[config.mk]
export PLATFORM = sky130hd
export DESIGN_NAME = tod_freeze_clock
export DESIGN_NICKNAME = d
export VERILOG_FILES = /design/src/rtl/tod_pkg.sv /design/src/rtl/tod_hour_step.sv /design/src/rtl/tod_date_step.sv /design/src/rtl/tod_sec_advance.sv /design/src/rtl/tod_freeze_clock.sv
export SDC_FILE = /design/constraint.sdc
export NUM_CORES = 1
export LEC_CHECK = 0
export ABC_AREA = 1
export ABC_CLOCK_PERIOD_IN_PS = 4730
export BUFFER_PORTS_ARGS = -buffer_cell sky130_fd_sc_hd__buf_4
export CORE_MARGIN = 2
export CORE_UTILIZATION = 40
export CTS_CLUSTER_DIAMETER = 50
export DETAILED_ROUTE_END_ITERATION = 8
export REMOVE_ABC_BUFFERS = 1
export SKIP_LAST_GASP = 1
export SLEW_MARGIN = 10
export SYNTH_ARGS = -nofsm -noshare
export SYNTH_HDL_FRONTEND = slang
export SYNTH_SLANG_ARGS = --single-unit
export TNS_END_PERCENT = 20
[constraint.sdc]
create_clock -name clk -period 4.73 [get_ports clk]
set_input_delay 0.7095 -clock clk [delete_from_list [all_inputs] [get_ports clk]]
set_output_delay 0.7095 -clock clk [all_outputs]
set_load 0.02 [all_outputs]
[src/rtl/tod_pkg.sv]
package tod_pkg;

  localparam int NUM_REGS = 9;
  localparam int A_HUND = 0;
  localparam int A_SEC  = 1;
  localparam int A_MIN  = 2;
  localparam int A_HR   = 3;
  localparam int A_WDAY = 4;
  localparam int A_DATE = 5;
  localparam int A_MON  = 6;
  localparam int A_YR   = 7;
  localparam int A_CTRL = 8;

  localparam logic [7:0] MASK_SEC  = 8'h7F;
  localparam logic [7:0] MASK_MIN  = 8'h7F;
  localparam logic [7:0] MASK_HR   = 8'h7F;
  localparam logic [7:0] MASK_WDAY = 8'h07;
  localparam logic [7:0] MASK_DATE = 8'h3F;
  localparam logic [7:0] MASK_MON  = 8'h1F;

  typedef struct packed {
    logic [7:0] sec;
    logic [7:0] min;
    logic [7:0] hr;
    logic [7:0] wday;
    logic [7:0] date;
    logic [7:0] mon;
    logic [7:0] yr;
  } tod_upper_t;

  function automatic logic [7:0] bcd_inc(input logic [7:0] x);
    if (x[3:0] == 4'd9) return {x[7:4] + 4'd1, 4'h0};
    else                return x + 8'd1;
  endfunction

  // Two-digit BCD year divisible by four: even tens with 0/4/8, odd tens with 2/6
  function automatic logic is_leap(input logic [7:0] yr);
    if (yr[4]) return (yr[3:0] == 4'd2) || (yr[3:0] == 4'd6);
    else       return (yr[3:0] == 4'd0) || (yr[3:0] == 4'd4) || (yr[3:0] == 4'd8);
  endfunction

  function automatic logic [7:0] month_days(input logic [7:0] mon, input logic [7:0] yr);
    case (mon)
      8'h02:                      return is_leap(yr) ? 8'h29 : 8'h28;
      8'h04, 8'h06, 8'h09, 8'h11: return 8'h30;
      default:                    return 8'h31;
    endcase
  endfunction

endpackage

[src/rtl/tod_hour_step.sv]
module tod_hour_step (
  input  logic [6:0] hr,
  output logic [7:0] hr_nxt,
  output logic       day_carry
);
  import tod_pkg::*;

  logic [7:0] hv12, hv24, inc12, inc24;

  always_comb begin
    hv12      = {3'b000, hr[4:0]};
    hv24      = {2'b00, hr[5:0]};
    inc12     = bcd_inc(hv12);
    inc24     = bcd_inc(hv24);
    hr_nxt    = 8'h00;
    day_carry = 1'b0;
    if (hr[6]) begin
      if (hv12 == 8'h12) begin
        hr_nxt = {2'b01, hr[5], 5'h01};
      end else if (hv12 == 8'h11) begin
        hr_nxt    = {2'b01, ~hr[5], 5'h12};
        day_carry = hr[5];
      end else begin
        hr_nxt = {2'b01, hr[5], inc12[4:0]};
      end
    end else begin
      if (hv24 == 8'h23) begin
        hr_nxt    = 8'h00;
        day_carry = 1'b1;
      end else begin
        hr_nxt = {2'b00, inc24[5:0]};
      end
    end
  end
endmodule

[src/rtl/tod_date_step.sv]
module tod_date_step (
  input  logic       day_carry,
  input  logic [7:0] wday,
  input  logic [7:0] date,
  input  logic [7:0] mon,
  input  logic [7:0] yr,
  output logic [7:0] wday_nxt,
  output logic [7:0] date_nxt,
  output logic [7:0] mon_nxt,
  output logic [7:0] yr_nxt
);
  import tod_pkg::*;

  logic [7:0] last_day;

  always_comb begin
    last_day = month_days(mon, yr);
    wday_nxt = wday;
    date_nxt = date;
    mon_nxt  = mon;
    yr_nxt   = yr;
    if (day_carry) begin
      wday_nxt = (wday >= 8'h07) ? 8'h01 : wday + 8'h01;
      if (date >= last_day) begin
        date_nxt = 8'h01;
        if (mon >= 8'h12) begin
          mon_nxt = 8'h01;
          yr_nxt  = (yr == 8'h99) ? 8'h00 : bcd_inc(yr);
        end else begin
          mon_nxt = bcd_inc(mon);
        end
      end else begin
        date_nxt = bcd_inc(date);
      end
    end
  end
endmodule

[src/rtl/tod_sec_advance.sv]
module tod_sec_advance
  import tod_pkg::*;
(
  input  tod_upper_t cur,
  output tod_upper_t nxt
);
  logic       sec_wrap, min_wrap, hr_carry;
  logic [7:0] hr_step;

  tod_hour_step hour_i (
    .hr        (cur.hr[6:0]),
    .hr_nxt    (hr_step),
    .day_carry (hr_carry)
  );

  tod_date_step date_i (
    .day_carry (sec_wrap & min_wrap & hr_carry),
    .wday      (cur.wday),
    .date      (cur.date),
    .mon       (cur.mon),
    .yr        (cur.yr),
    .wday_nxt  (nxt.wday),
    .date_nxt  (nxt.date),
    .mon_nxt   (nxt.mon),
    .yr_nxt    (nxt.yr)
  );

  always_comb begin
    sec_wrap = (cur.sec == 8'h59);
    min_wrap = (cur.min == 8'h59);
    nxt.sec  = sec_wrap ? 8'h00 : bcd_inc(cur.sec);
    nxt.min  = cur.min;
    nxt.hr   = cur.hr;
    if (sec_wrap) begin
      nxt.min = min_wrap ? 8'h00 : bcd_inc(cur.min);
      if (min_wrap) nxt.hr = hr_step | {cur.hr[7], 7'b0};
    end
  end
endmodule

[src/rtl/tod_freeze_clock.sv]
module tod_freeze_clock
  import tod_pkg::*;
#(
  parameter int ADDR_W      = 4,
  parameter int SYNC_STAGES = 2
) (
  input  logic              clk,
  input  logic              rst_n,
  input  logic              tick_100hz,
  input  logic              wr_en,
  input  logic [ADDR_W-1:0] addr,
  input  logic [7:0]        wr_data,
  output logic [7:0]        rd_data,
  output logic              sqw_off
);

  // Reset: asserted asynchronously, released on a clock edge
  logic [SYNC_STAGES-1:0] rst_pipe;
  logic                   rst_q;

  always_ff @(posedge clk or negedge rst_n) begin
    if (!rst_n) rst_pipe <= '0;
    else        rst_pipe <= {rst_pipe[SYNC_STAGES-2:0], 1'b1};
  end
  assign rst_q = rst_pipe[SYNC_STAGES-1];

  // State
  logic [7:0] hund_int, hund_vis, hund_int_n, hund_vis_n;
  tod_upper_t up_int, up_vis, up_int_n, up_vis_n, up_adv;
  logic       te, osc_off, te_n, osc_off_n, sqw_off_n;
  logic       tick_go;

  tod_sec_advance adv_i (
    .cur (up_int),
    .nxt (up_adv)
  );

  always_comb begin
    tick_go    = tick_100hz & ~osc_off;
    hund_int_n = hund_int;
    hund_vis_n = hund_vis;
    up_int_n   = up_int;
    up_vis_n   = up_vis;
    te_n       = te;
    osc_off_n  = osc_off;
    sqw_off_n  = sqw_off;

    if (tick_go) begin
      hund_int_n = (hund_int == 8'h99) ? 8'h00 : bcd_inc(hund_int);
      if (hund_int == 8'h98) up_int_n = up_adv;
      if (te) begin
        hund_vis_n = hund_int_n;
        if (hund_int == 8'h99) up_vis_n = up_int;
      end
    end

    if (wr_en) begin
      if (addr == ADDR_W'(A_HUND)) begin
        hund_int_n = wr_data;
        hund_vis_n = wr_data;
      end
      if (addr == ADDR_W'(A_SEC)) begin
        up_int_n.sec = wr_data & MASK_SEC;
        up_vis_n.sec = wr_data & MASK_SEC;
      end
      if (addr == ADDR_W'(A_MIN)) begin
        up_int_n.min = wr_data & MASK_MIN;
        up_vis_n.min = wr_data & MASK_MIN;
      end
      if (addr == ADDR_W'(A_HR)) begin
        up_int_n.hr = wr_data & MASK_HR;
        up_vis_n.hr = wr_data & MASK_HR;
      end
      if (addr == ADDR_W'(A_WDAY)) begin
        up_int_n.wday = wr_data & MASK_WDAY;
        up_vis_n.wday = wr_data & MASK_WDAY;
      end
      if (addr == ADDR_W'(A_DATE)) begin
        up_int_n.date = wr_data & MASK_DATE;
        up_vis_n.date = wr_data & MASK_DATE;
      end
      if (addr == ADDR_W'(A_MON)) begin
        up_int_n.mon = wr_data & MASK_MON;
        up_vis_n.mon = wr_data & MASK_MON;
        osc_off_n    = wr_data[7];
        sqw_off_n    = wr_data[6];
      end
      if (addr == ADDR_W'(A_YR)) begin
        up_int_n.yr = wr_data;
        up_vis_n.yr = wr_data;
      end
      if (addr == ADDR_W'(A_CTRL)) te_n = wr_data[7];
    end
  end

  always_ff @(posedge clk or negedge rst_q) begin
    if (!rst_q) begin
      hund_int <= 8'h00;
      hund_vis <= 8'h00;
      up_int   <= '{sec: 8'h00, min: 8'h00, hr: 8'h00, wday: 8'h01,
                    date: 8'h01, mon: 8'h01, yr: 8'h00};
      up_vis   <= '{sec: 8'h00, min: 8'h00, hr: 8'h00, wday: 8'h01,
                    date: 8'h01, mon: 8'h01, yr: 8'h00};
      te       <= 1'b1;
      osc_off  <= 1'b1;
      sqw_off  <= 1'b1;
    end else begin
      hund_int <= hund_int_n;
      hund_vis <= hund_vis_n;
      up_int   <= up_int_n;
      up_vis   <= up_vis_n;
      te       <= te_n;
      osc_off  <= osc_off_n;
      sqw_off  <= sqw_off_n;
    end
  end

  // Read side
  logic [7:0] view [NUM_REGS];

  always_comb begin
    view[A_HUND] = hund_vis;
    view[A_SEC]  = up_vis.sec;
    view[A_MIN]  = up_vis.min;
    view[A_HR]   = up_vis.hr;
    view[A_WDAY] = up_vis.wday;
    view[A_DATE] = up_vis.date;
    view[A_MON]  = up_vis.mon | {osc_off, sqw_off, 6'b0};
    view[A_YR]   = up_vis.yr;
    view[A_CTRL] = {te, 7'b0};
  end

  always_comb begin
    rd_data = 8'h00;
    for (int i = 0; i < NUM_REGS; i++) begin
      if (addr == ADDR_W'(i)) rd_data = view[i];
    end
  end

endmodule

== After elaboration in Yosys (flattened, before gate mapping) ==
Cells that the tools add are included.
Widths: inputs -> output; s select.
Storage, ports and cells
  bits of input ports: 16
  output and inout bits: 9
  logic and storage cells: 160
  bits in registers: 133
Cells by class
  add/subtract/negate cells: 17
  muxes and demuxes: 73
  bitwise gates (word level): 7
  equality and inequality tests: 32
  reduce and logical (&&, ||, !) cells: 8
  $lt $le $gt $ge: 3
Operators with widths (count)
  $mux 8: 52
  $mux 56: 7
  $add 8x1->8 const B: 7
  $eq 4x4->1 const B: 9
  $add 4x1->4 const B: 6
  $eq 4x3->1 const B: 6
  $eq 8x8->1 const B: 3
  $mux 6: 4
  $eq 8x3->1 const B: 2
  $eq 8x7->1 const B: 2
  $mux 16: 1
  $or 8x8->8: 2
  $eq 4x2->1 const B: 3
  $eq 5x5->1 const B: 2
  $pmux 5 s2: 1
  $eq 8x2->1 const B: 1
  $eq 8x4->1 const B: 1
  $eq 8x5->1 const B: 1
  $ge 8x3->1 const B: 1
  $ge 8x5->1 const B: 1
  $ge 8x8->1: 1
  $logic_not 4->1: 2
  $mux 1: 7
  $add 6x1->6 const B: 1
  11 further kinds: 17

== Logic depth before layout (Yosys ltp) ==
Gate-level depths: netlist of the first run.
  depth after elaboration: 14
  mapped depth: 19
  gate-level depth less buffers: 18

== Modules after synthesis ==
A second synthesis of the first run with hierarchy kept.
Unflattened totals
  cell total of the unflattened synthesis: 1303
  area total of the unflattened synthesis: 9302.7 sq um
By module, submodules not included
  tod_freeze_clock: times used 1, seq. area each 3339.5 sq um, area each 6915.4 sq um, cells an instance 845
  tod_date_step: times used 1, seq. area each 0.0 sq um, area each 1407.6 sq um, cells an instance 275
  tod_sec_advance: times used 1, seq. area each 0.0 sq um, area each 724.4 sq um, cells an instance 130
  tod_hour_step: times used 1, seq. area each 0.0 sq um, area each 255.2 sq um, cells an instance 53

== Worst setup path after synthesis of the first run ==
OpenSTA, ideal clock, no wires.
  kind: input to output
  start: input addr[3]
  end: output rd_data[3]
  cell stages on the path: 8
  arrival: 1.953 ns
  required time: 4.021 ns
  slack: 2.067 ns
  buffers on the path: 1
  cell sequence: nor2_1 clkbuf_1 nand3_1 nand2_1 a21oi_1 nand3_1 o22ai_1 a21oi_1
On the way
  cells in the longest elaborated chain, start to end: 10
Ends and longest elaborated chain
  start, declared: RTL line tod_freeze_clock.sv:11  | input logic [ADDR_W-1:0] addr,
  $logic_not 4->1: RTL line tod_freeze_clock.sv:136  | if (addr == ADDR_W'(i)) rd_data = view[i];
  $mux 8 (8 in series): RTL line tod_freeze_clock.sv:136
  $mux 8 (*): RTL line tod_freeze_clock.sv:136
  end, declared: RTL line tod_freeze_clock.sv:13  | output logic [7:0] rd_data,
Every way passes the cells marked *; elsewhere a longest branch is shown, timed or not.

==> impl_results.html, run 1 <==
<table>
<tr><th>Metric</th><th>Value</th></tr>
<tr><th colspan="2">Die</th></tr>
<tr><td>Horizontal die dimension</td><td>148 µm</td></tr>
<tr><td>Initial core utilization</td><td>40.7%</td></tr>
<tr><td>Number of rows created at floorplan</td><td>52</td></tr>
<tr><td>Die area</td><td>21800 µm²</td></tr>
<tr><td>Number of ports placed on the die boundary</td><td>25</td></tr>
<tr><td>Area of the core region</td><td>20200 µm²</td></tr>
<tr><td>Chip Height</td><td>148 µm</td></tr>
<tr><th colspan="2">Pwr</th></tr>
<tr><td>Comb power frac</td><td>24.7%</td></tr>
<tr><td>Leak Pwr</td><td>4.40 nW</td></tr>
<tr><td>Seq pwr share</td><td>40.8%</td></tr>
<tr><td>Pint</td><td>2.78 mW</td></tr>
<tr><td>Fraction of power spent switching nets</td><td>35.2%</td></tr>
<tr><td>Power Dens Cells</td><td>463 nW/µm²</td></tr>
<tr><td>P_sw</td><td>1.51 mW</td></tr>
<tr><td>Clock network fraction of total power</td><td>34.5%</td></tr>
<tr><td>Worst vdd ir</td><td>0.288 mV</td></tr>
<tr><th colspan="2">Clock tree</th></tr>
<tr><td>Number of hold-repair buffers added at the cts stage</td><td>0</td></tr>
<tr><td>Root Buffer Master</td><td>clkbuf_16</td></tr>
<tr><td>Setup repair bufs after CTS</td><td>0</td></tr>
<tr><td>Total clock sinks</td><td>132</td></tr>
<tr><td>Clk slew on worst S/H paths</td><td>60 ps</td></tr>
<tr><td>Max H-tree Level</td><td>4</td></tr>
<tr><td>Number of cells upsized or downsized after cts</td><td>0</td></tr>
<tr><td>Clock Latency Late Sink</td><td>430 ps</td></tr>
<tr><td>CTS Buffer Depth</td><td>2</td></tr>
<tr><td>Clock tree from TritonCTS</td><td>done</td></tr>
<tr><td>CTS Buf Count</td><td>17</td></tr>
<tr><th colspan="2">Place</th></tr>
<tr><td>Area of placed instances</td><td>8610 µm²</td></tr>
<tr><td>DP Wirelength</td><td>17000 µm</td></tr>
<tr><td>GPL Wtd Cong</td><td>0.888</td></tr>
<tr><td>Buffers on Ports</td><td>24</td></tr>
<tr><td>Number of instances in the placed design</td><td>1388</td></tr>
<tr><th colspan="2">STA</th></tr>
<tr><td>Max_slew headroom</td><td>39.0%</td></tr>
<tr><td>Maximum clock frequency</td><td>300 MHz</td></tr>
<tr><td>Worst Skew</td><td>9.39 ps</td></tr>
<tr><td>Final setup violation count</td><td>0</td></tr>
<tr><td>Min Tclk post-route</td><td>3340 ps</td></tr>
<tr><td>Final Hold Viols</td><td>0</td></tr>
<tr><td>Least-Margin Pin Slew</td><td>914 ps</td></tr>
<tr><td>Setup repair after global routing missed its margin</td><td>false</td></tr>
<tr><td>Max-slew violation count</td><td>0</td></tr>
<tr><td>Total negative setup slack</td><td>0 ps</td></tr>
<tr><td>Final critical-path share of the clock period</td><td>70.6%</td></tr>
<tr><th colspan="2">Global route</th></tr>
<tr><td>Global routing met1 resource utilization</td><td>33.0%</td></tr>
<tr><td>Met2 track utilization from global routing</td><td>36.7%</td></tr>
<tr><td>Remaining global-route overflow</td><td>0</td></tr>
<tr><td>Number of antenna violations at the first check in global routing</td><td>0</td></tr>
<tr><td>Total routing resource utilization after global routing</td><td>23.3%</td></tr>
<tr><td>Vias in the first global route</td><td>7303</td></tr>
<tr><td>Met3 capacity usage during global routing</td><td>3.73%</td></tr>
<tr><td>Wire length of the first global-routing pass</td><td>39700 µm</td></tr>
<tr><td>Maximum number of pins on one net before global-route repair</td><td>67</td></tr>
<tr><td>Peak-usage layer in the global routing report</td><td>met2</td></tr>
<tr><th colspan="2">Worst setup path</th></tr>
<tr><td>Arrival time reported for the critical path endpoint</td><td>3650 ps</td></tr>
<tr><td>Crit Path Max Fanout</td><td>12</td></tr>
<tr><td>Path type of the worst setup path</td><td>register to register</td></tr>
<tr><td>Element type at the critical path end</td><td>register</td></tr>
<tr><td>Reg2Reg Setup Slack</td><td>1390 ps</td></tr>
<tr><td>Element type at the critical path start</td><td>register</td></tr>
<tr><td>CP Data Required Time</td><td>5050 ps</td></tr>
<tr><th colspan="2">Detailed routing</th></tr>
<tr><td>Via-to-Cell Ratio</td><td>5.35</td></tr>
<tr><td>WL/cell</td><td>17.2 µm</td></tr>
<tr><td>Via Count</td><td>7595</td></tr>
<tr><td>First-pass iteration count of the detailed router</td><td>5</td></tr>
<tr><td>Antenna viol nets, final</td><td>0</td></tr>
<tr><td>Initial DRC count</td><td>631</td></tr>
<tr><td>Drt total wl</td><td>24400 µm</td></tr>
<tr><td>DRC violations left</td><td>0</td></tr>
<tr><th colspan="2">Layout</th></tr>
<tr><td>Multi-input gate area in the final layout</td><td>4170 µm²</td></tr>
<tr><td>Area taken by flip-flops and latches</td><td>3320 µm²</td></tr>
<tr><td>Proportion of layout cells with a drive suffix above 1</td><td>11.1%</td></tr>
<tr><td>Ant diodes</td><td>0</td></tr>
<tr><td>Finished layout cell area</td><td>9260 µm²</td></tr>
<tr><td>Area grow syn2layout</td><td>12.3%</td></tr>
<tr><td>Number of filler cells placed in the layout</td><td>2075</td></tr>
<tr><td>Core occupancy in the finished layout</td><td>45.7%</td></tr>
<tr><td>Non-filler cells, final</td><td>1420</td></tr>
<tr><td>Nets</td><td>1180</td></tr>
<tr><th colspan="2">Min path</th></tr>
<tr><td>Type of the worst min-delay path</td><td>input pin to asynchronous set/reset pin</td></tr>
<tr><th colspan="2">Synthesis</th></tr>
<tr><td>Cell count after synthesis</td><td>1127</td></tr>
<tr><td>Syn Std Cell Area</td><td>8240 µm²</td></tr>
<tr><td>Synthesized flop and latch total</td><td>132</td></tr>
<tr><td>Mean instance size in the synthesized netlist</td><td>7.31 µm²</td></tr>
<tr><td>Synthesis warning total</td><td>0</td></tr>
<tr><td>Count of flip-flops with a built-in enable after synthesis</td><td>0</td></tr>
<tr><td>Fraction of the yosys area taken by sequential cells</td><td>40.2%</td></tr>
<tr><td>Async set or reset register ratio after synthesis</td><td>100%</td></tr>
<tr><td>Cell type contributing the most total cell area after synthesis</td><td>dfrtp_1</td></tr>
<tr><td>Cell types occupying the most area after synthesis</td><td>dfrtp_1 (37%), nand2_1 (11%), a21oi_1 (9.6%)</td></tr>
<tr><td>Main flop type after synthesis</td><td>dfrtp_1</td></tr>
<tr><td>Post-synth top area share</td><td>37.4%</td></tr>
<tr><td>Count of different cell masters after synthesis</td><td>48</td></tr>
<tr><th colspan="2">Run status</th></tr>
<tr><td>Status</td><td>finished clean</td></tr>
<tr><th colspan="2">Job</th></tr>
<tr><td>Number of max-capacitance violations reported</td><td>0</td></tr>
</table>
==> worst max-delay path, stage by stage (launching register included) <==
cell,delay (ps)
dfstp_2,590
inv_1,100
nor2_1,180
nand3_1,180
o31a_1,140
o21ai_0,280
a31oi_1,110
ha_1,290
inv_1,40
nor2_1,80
nand3_1,90
nand3_2,230
inv_1,100
nor2_2,500
nand3_1,140
nand3_1,110
nand2_1,60
==> placed cells by master (no fill, tap or decap), types with 10 or more instances in the layout <==
| cell type | n |
|---|---|
| buf_4 | 28 |
| inv_1 | 133 |
| nor3_1 | 10 |
| clkbuf_16 | 17 |
| nand2_1 | 233 |
| nor2_1 | 115 |
| o21ai_0 | 65 |
| a31oi_1 | 14 |
| inv_2 | 14 |
| dfrtp_1 | 122 |
| nand4_1 | 30 |
| nand3_1 | 76 |
| ha_1 | 27 |
| nor2_4 | 10 |
| a21oi_1 | 158 |
==> per-stage QoR <==
stage / setup slack (ps) / power (mW) / hold slack [ps]
finish: 1390 / 4.29 / 48.7
global route: 1160 / 4.55 / 38.5
CTS: 1490 / 4.28 / 44.7
detailed placement: 1350 / 2.80 / 350
global placement: 1390 / 2.79 / 343
floorplan: 771 / 2.45 / 331
==> Yosys cell counts, drive strengths merged, types with 2 or more instances <==
cell type	instances
dfrtp	123
a211oi	2
o21bai	3
clkbuf	18
a22oi	2
nand2	239
or2	5
o31ai	2
ha	27
nand4	31
dfstp	9
o211ai	4
a21oi	159
nor2	136
xor2	6
inv	147
nand3	83
buf	20
a31oi	14
o22ai	7
nor3	11
o21ai	70
==> logic make-up (layout without fill, tap and decap cells) <==
kind of cell | after synthesis | count (layout) | share of synthesized area [%]
buf+inv | 186 | 209 | 9.29
other cells | 1 | 1 | 0.0455
simple gates | 508 | 508 | 28.4
flops | 132 | 132 | 40.2
fa+ha+maj | 27 | 27 | 4.10
compound gates | 267 | 267 | 17.3
xor+xnor | 6 | 6 | 0.638
==> layer usage <==
layer  wire, µm  vias to the layer above
met5          0                        -
met4        587                        0
met3       1170                       47
met2      11100                      210
met1      11600                     3581
li1           -                     3757
==> power groups by stage <==
stage	combinational (mW)	clock [mW]	sequential, mW
finish	1.06	1.48	1.75
global route	1.22	1.54	1.79
CTS	1.05	1.48	1.74
detailed placement	1.05	0	1.75
global placement	1.04	0	1.76
floorplan	0.797	0	1.65
==> area by class of cell <==
cell class                 count  share of cell area [%]
multi-input combinational    809                    45.0
clock inverter                13                    2.23
tap                          270                    3.65
sequential                   132                    35.8
inverter                     148                    6.00
clock buffer                  19                    4.79
timing repair buffer          29                    2.49
==> sequential cells by signal, indices dropped and copies added, names as in the netlist <==
register and cells:
hund_int 8, hund_vis 8, osc_off 1, rst_pipe 2
sqw_off 1, te 1, up_int 55, up_vis 56
==> final timing paths <==
path | startpoint | cells after the start | to
setup reg to reg | up_int[8] | 16 | up_int[12]
setup / recovery | up_int[8] | 16 | up_int[12]
max in group asynchronous | rst_pipe[1] | 1 | up_int[24]
min in group clk | rst_pipe[0] | 0 | rst_pipe[1]
hold reg to reg | rst_pipe[0] | 0 | rst_pipe[1]
hold / removal | rst_n | 1 | rst_pipe[0]
Note: power is estimated with default switching activity, not from simulation.
==> run 2, diff against run 1 <==
Settings changed: ABC_CLOCK_PERIOD_IN_PS 4730 to 2900.
Clock period 4.73 ns to 2.9 ns, I/O delays scaled along.
==> impl_results.html, run 2 (synthesis gave the netlist of run 1 again) <==
<table>
<tr><th>Metric</th><th>Value</th></tr>
<tr><th colspan="2">Run status</th></tr>
<tr><td>Status</td><td>finished clean</td></tr>
<tr><th colspan="2">Global route</th></tr>
<tr><td>Remaining global-route overflow</td><td>0</td></tr>
<tr><td>Total routing resource utilization after global routing</td><td>23.5%</td></tr>
<tr><td>Wire length of the first global-routing pass</td><td>39800 µm</td></tr>
<tr><td>Vias in the first global route</td><td>7303</td></tr>
<tr><td>Maximum number of pins on one net before global-route repair</td><td>52</td></tr>
<tr><td>Number of antenna violations at the first check in global routing</td><td>0</td></tr>
<tr><th colspan="2">Detailed routing</th></tr>
<tr><td>Via-to-Cell Ratio</td><td>5.36</td></tr>
<tr><td>Via Count</td><td>7688</td></tr>
<tr><td>DRC violations left</td><td>0</td></tr>
<tr><td>Initial DRC count</td><td>559</td></tr>
<tr><td>First-pass iteration count of the detailed router</td><td>6</td></tr>
<tr><td>Antenna viol nets, final</td><td>0</td></tr>
<tr><td>WL/cell</td><td>17.1 µm</td></tr>
<tr><td>Drt total wl</td><td>24500 µm</td></tr>
<tr><th colspan="2">Layout</th></tr>
<tr><td>Nets</td><td>1193</td></tr>
<tr><td>Non-filler cells, final</td><td>1433</td></tr>
<tr><td>Area grow syn2layout</td><td>14.2%</td></tr>
<tr><td>Leading cell types in the layout, fill and taps excluded</td><td>nand2_1 (233), a21oi_1 (158), inv_1 (133)</td></tr>
<tr><td>Most flops, register</td><td>up_vis</td></tr>
<tr><td>Ant diodes</td><td>0</td></tr>
<tr><td>Proportion of layout cells with a drive suffix above 1</td><td>12.1%</td></tr>
<tr><td>Largest registers in the final layout</td><td>up_vis x56, up_int x55</td></tr>
<tr><td>Commonest non-fill, non-tap cell in the layout</td><td>nand2_1</td></tr>
<tr><td>Number of flip-flops in the largest register</td><td>56</td></tr>
<tr><td>Core occupancy in the finished layout</td><td>46.5%</td></tr>
<tr><th colspan="2">Pwr</th></tr>
<tr><td>Seq pwr share</td><td>39.9%</td></tr>
<tr><td>Comb power frac</td><td>24.5%</td></tr>
<tr><td>Pint</td><td>4.66 mW</td></tr>
<tr><td>Fraction of power spent switching nets</td><td>34.5%</td></tr>
<tr><td>Clock network fraction of total power</td><td>35.6%</td></tr>
<tr><td>Worst vdd ir</td><td>0.464 mV</td></tr>
<tr><td>Leak Pwr</td><td>4.47 nW</td></tr>
<tr><td>P_sw</td><td>2.46 mW</td></tr>
<tr><td>Power Dens Cells</td><td>757 nW/µm²</td></tr>
<tr><th colspan="2">Worst setup path</th></tr>
<tr><td>Path type of the worst setup path</td><td>register to register</td></tr>
<tr><td>Element type at the critical path end</td><td>register</td></tr>
<tr><td>Arrival time reported for the critical path endpoint</td><td>2940 ps</td></tr>
<tr><td>Element type at the critical path start</td><td>register</td></tr>
<tr><td>Reg2Reg Setup Slack</td><td>270 ps</td></tr>
<tr><td>CP Data Required Time</td><td>3220 ps</td></tr>
<tr><td>Chain of cells forming the critical path</td><td>inv_1, nor2_2, nand3_1, o31a_1, o21ai_0, a31oi_1, ha_1, inv_1, nor2_1, nand3_1, nand3_2, inv_1, nor2_4, buf_12, nand3_1, nand3_1, nand2_1</td></tr>
<tr><td>Crit Path Max Fanout</td><td>9</td></tr>
<tr><td>Longest individual stage delay on the worst path</td><td>570 ps</td></tr>
<tr><td>Standard cell with the maximum stage delay on the critical path</td><td>dfstp_2</td></tr>
<tr><td>Most frequent cell on the critical path</td><td>nand3_1</td></tr>
<tr><th colspan="2">Die</th></tr>
<tr><td>Initial core utilization</td><td>40.7%</td></tr>
<tr><td>Die area</td><td>21800 µm²</td></tr>
<tr><td>Number of ports placed on the die boundary</td><td>25</td></tr>
<tr><td>Horizontal die dimension</td><td>148 µm</td></tr>
<tr><td>Number of rows created at floorplan</td><td>52</td></tr>
<tr><td>Chip Height</td><td>148 µm</td></tr>
<tr><td>Area of the core region</td><td>20200 µm²</td></tr>
<tr><th colspan="2">Job</th></tr>
<tr><td>Number of max-capacitance violations reported</td><td>0</td></tr>
<tr><th colspan="2">Clock tree</th></tr>
<tr><td>CTS Buffer Depth</td><td>2</td></tr>
<tr><td>Max H-tree Level</td><td>4</td></tr>
<tr><td>Root Buffer Master</td><td>clkbuf_16</td></tr>
<tr><td>Clock Latency Late Sink</td><td>430 ps</td></tr>
<tr><td>Clock tree from TritonCTS</td><td>done</td></tr>
<tr><td>CTS Buf Count</td><td>17</td></tr>
<tr><td>Total clock sinks</td><td>132</td></tr>
<tr><td>Clk slew on worst S/H paths</td><td>60 ps</td></tr>
<tr><th colspan="2">STA</th></tr>
<tr><td>Min Hold Slack</td><td>228 ps</td></tr>
<tr><td>Final critical-path share of the clock period</td><td>90.5%</td></tr>
<tr><td>Final Hold Viols</td><td>0</td></tr>
<tr><td>Max-slew violation count</td><td>0</td></tr>
<tr><td>Setup repair after global routing missed its margin</td><td>false</td></tr>
<tr><td>Least-Margin Pin Slew</td><td>926 ps</td></tr>
<tr><td>Worst Skew</td><td>6.89 ps</td></tr>
<tr><td>Max_slew headroom</td><td>38.3%</td></tr>
<tr><td>Min Tclk post-route</td><td>2630 ps</td></tr>
<tr><td>Maximum clock frequency</td><td>381 MHz</td></tr>
<tr><td>Final setup violation count</td><td>0</td></tr>
<tr><th colspan="2">Place</th></tr>
<tr><td>GPL Wtd Cong</td><td>0.940</td></tr>
<tr><td>Number of instances in the placed design</td><td>1400</td></tr>
<tr><td>DP Wirelength</td><td>17300 µm</td></tr>
<tr><td>Buffers on Ports</td><td>24</td></tr>
<tr><th colspan="2">Min path</th></tr>
<tr><td>Type of the worst min-delay path</td><td>input pin to register</td></tr>
</table>
-- run 2: changes by cell type in the layout (fill, tap and decap cells not counted), sizes merged --
cell / change
clkbuf: +1
clkinv: -5
bufinv: +1
clkinvlp: +3
dlygate4sd3: +1
buf: +12
-- run 2: worst paths after layout --
| kind | end | startpoint | depth (start not counted) |
|---|---|---|---|
| max in group asynchronous | up_vis[16] | rst_pipe[1] | 1 |
| min reg2reg | rst_pipe[1] | rst_pipe[0] | 0 |
| max | up_int[12] | up_int[8] | 17 |
| min in group asynchronous | rst_pipe[1] | rst_n | 2 |
| max reg2reg | up_int[12] | up_int[8] | 17 |
| min | up_int[30] | wr_en | 2 |
-- run 2: final cells by class --
| cell class | count | area, µm² |
|---|---|---|
| Clock inverter | 12 | 226 |
| Clock buffer | 20 | 457 |
| Timing Repair Buffer | 42 | 343 |
| Sequential cell | 132 | 3320 |
| Fill cell | 2004 | 10800 |
| Inverter | 148 | 556 |
| Tap cell | 270 | 338 |
| Multi-Input combinational cell | 809 | 4170 |
-- run 2: repair_timing --
item                       in CTS  in global routing
setup buffers                   0                  0
gates resized for setup         0                  2
setup endpoints to repair       0                  8
hold buffers                    1                  0
hold endpoints to repair        2                  0
-- run 2: critical path: cells and delay by family, from the launching register on --
kind	cells	cell delay, ps
adder cells (fa/ha/maj)	1	270
AND/OR/NAND/NOR	9	950
flip-flops	1	570
buffers and inverters	4	370
AO/OA/AOI/OAI	3	330
-- run 2: power groups by stage --
stage	registers [mW]	clock network (mW)	logic, mW
2_1_floorplan	2.70	0	1.30
3_3_place_gp	2.86	0	1.70
3_5_place_dp	2.85	0	1.72
4_1_cts	2.83	2.56	1.74
5_1_grt	2.91	2.64	2.01
6_report	2.84	2.53	1.75
-- run 2: metrics by stage --
step	TNS, ps	cell area [µm²]	power (mW)	setup WS, ps
after detailed placement	0	8710	4.58	226
after floorplan	-159030	8030	4.00	-1030
after CTS	0	9400	7.12	195
after global placement	0	8710	4.55	322
final	0	9410	7.12	274
after global routing	0	9410	7.56	5.69
-- run 2: layer usage --
layer / track usage (%) / vias up / share of wire (%) / routed length (µm)
li1: - / 3777 / - / -
met1: 32.5 / 3626 / 46 / 11300
met2: 36.8 / 248 / 46 / 11100
met3: 4.26 / 37 / 5.8 / 1410
met4: 8.70 / 0 / 2.5 / 611
met5: 0 / - / 0 / 0
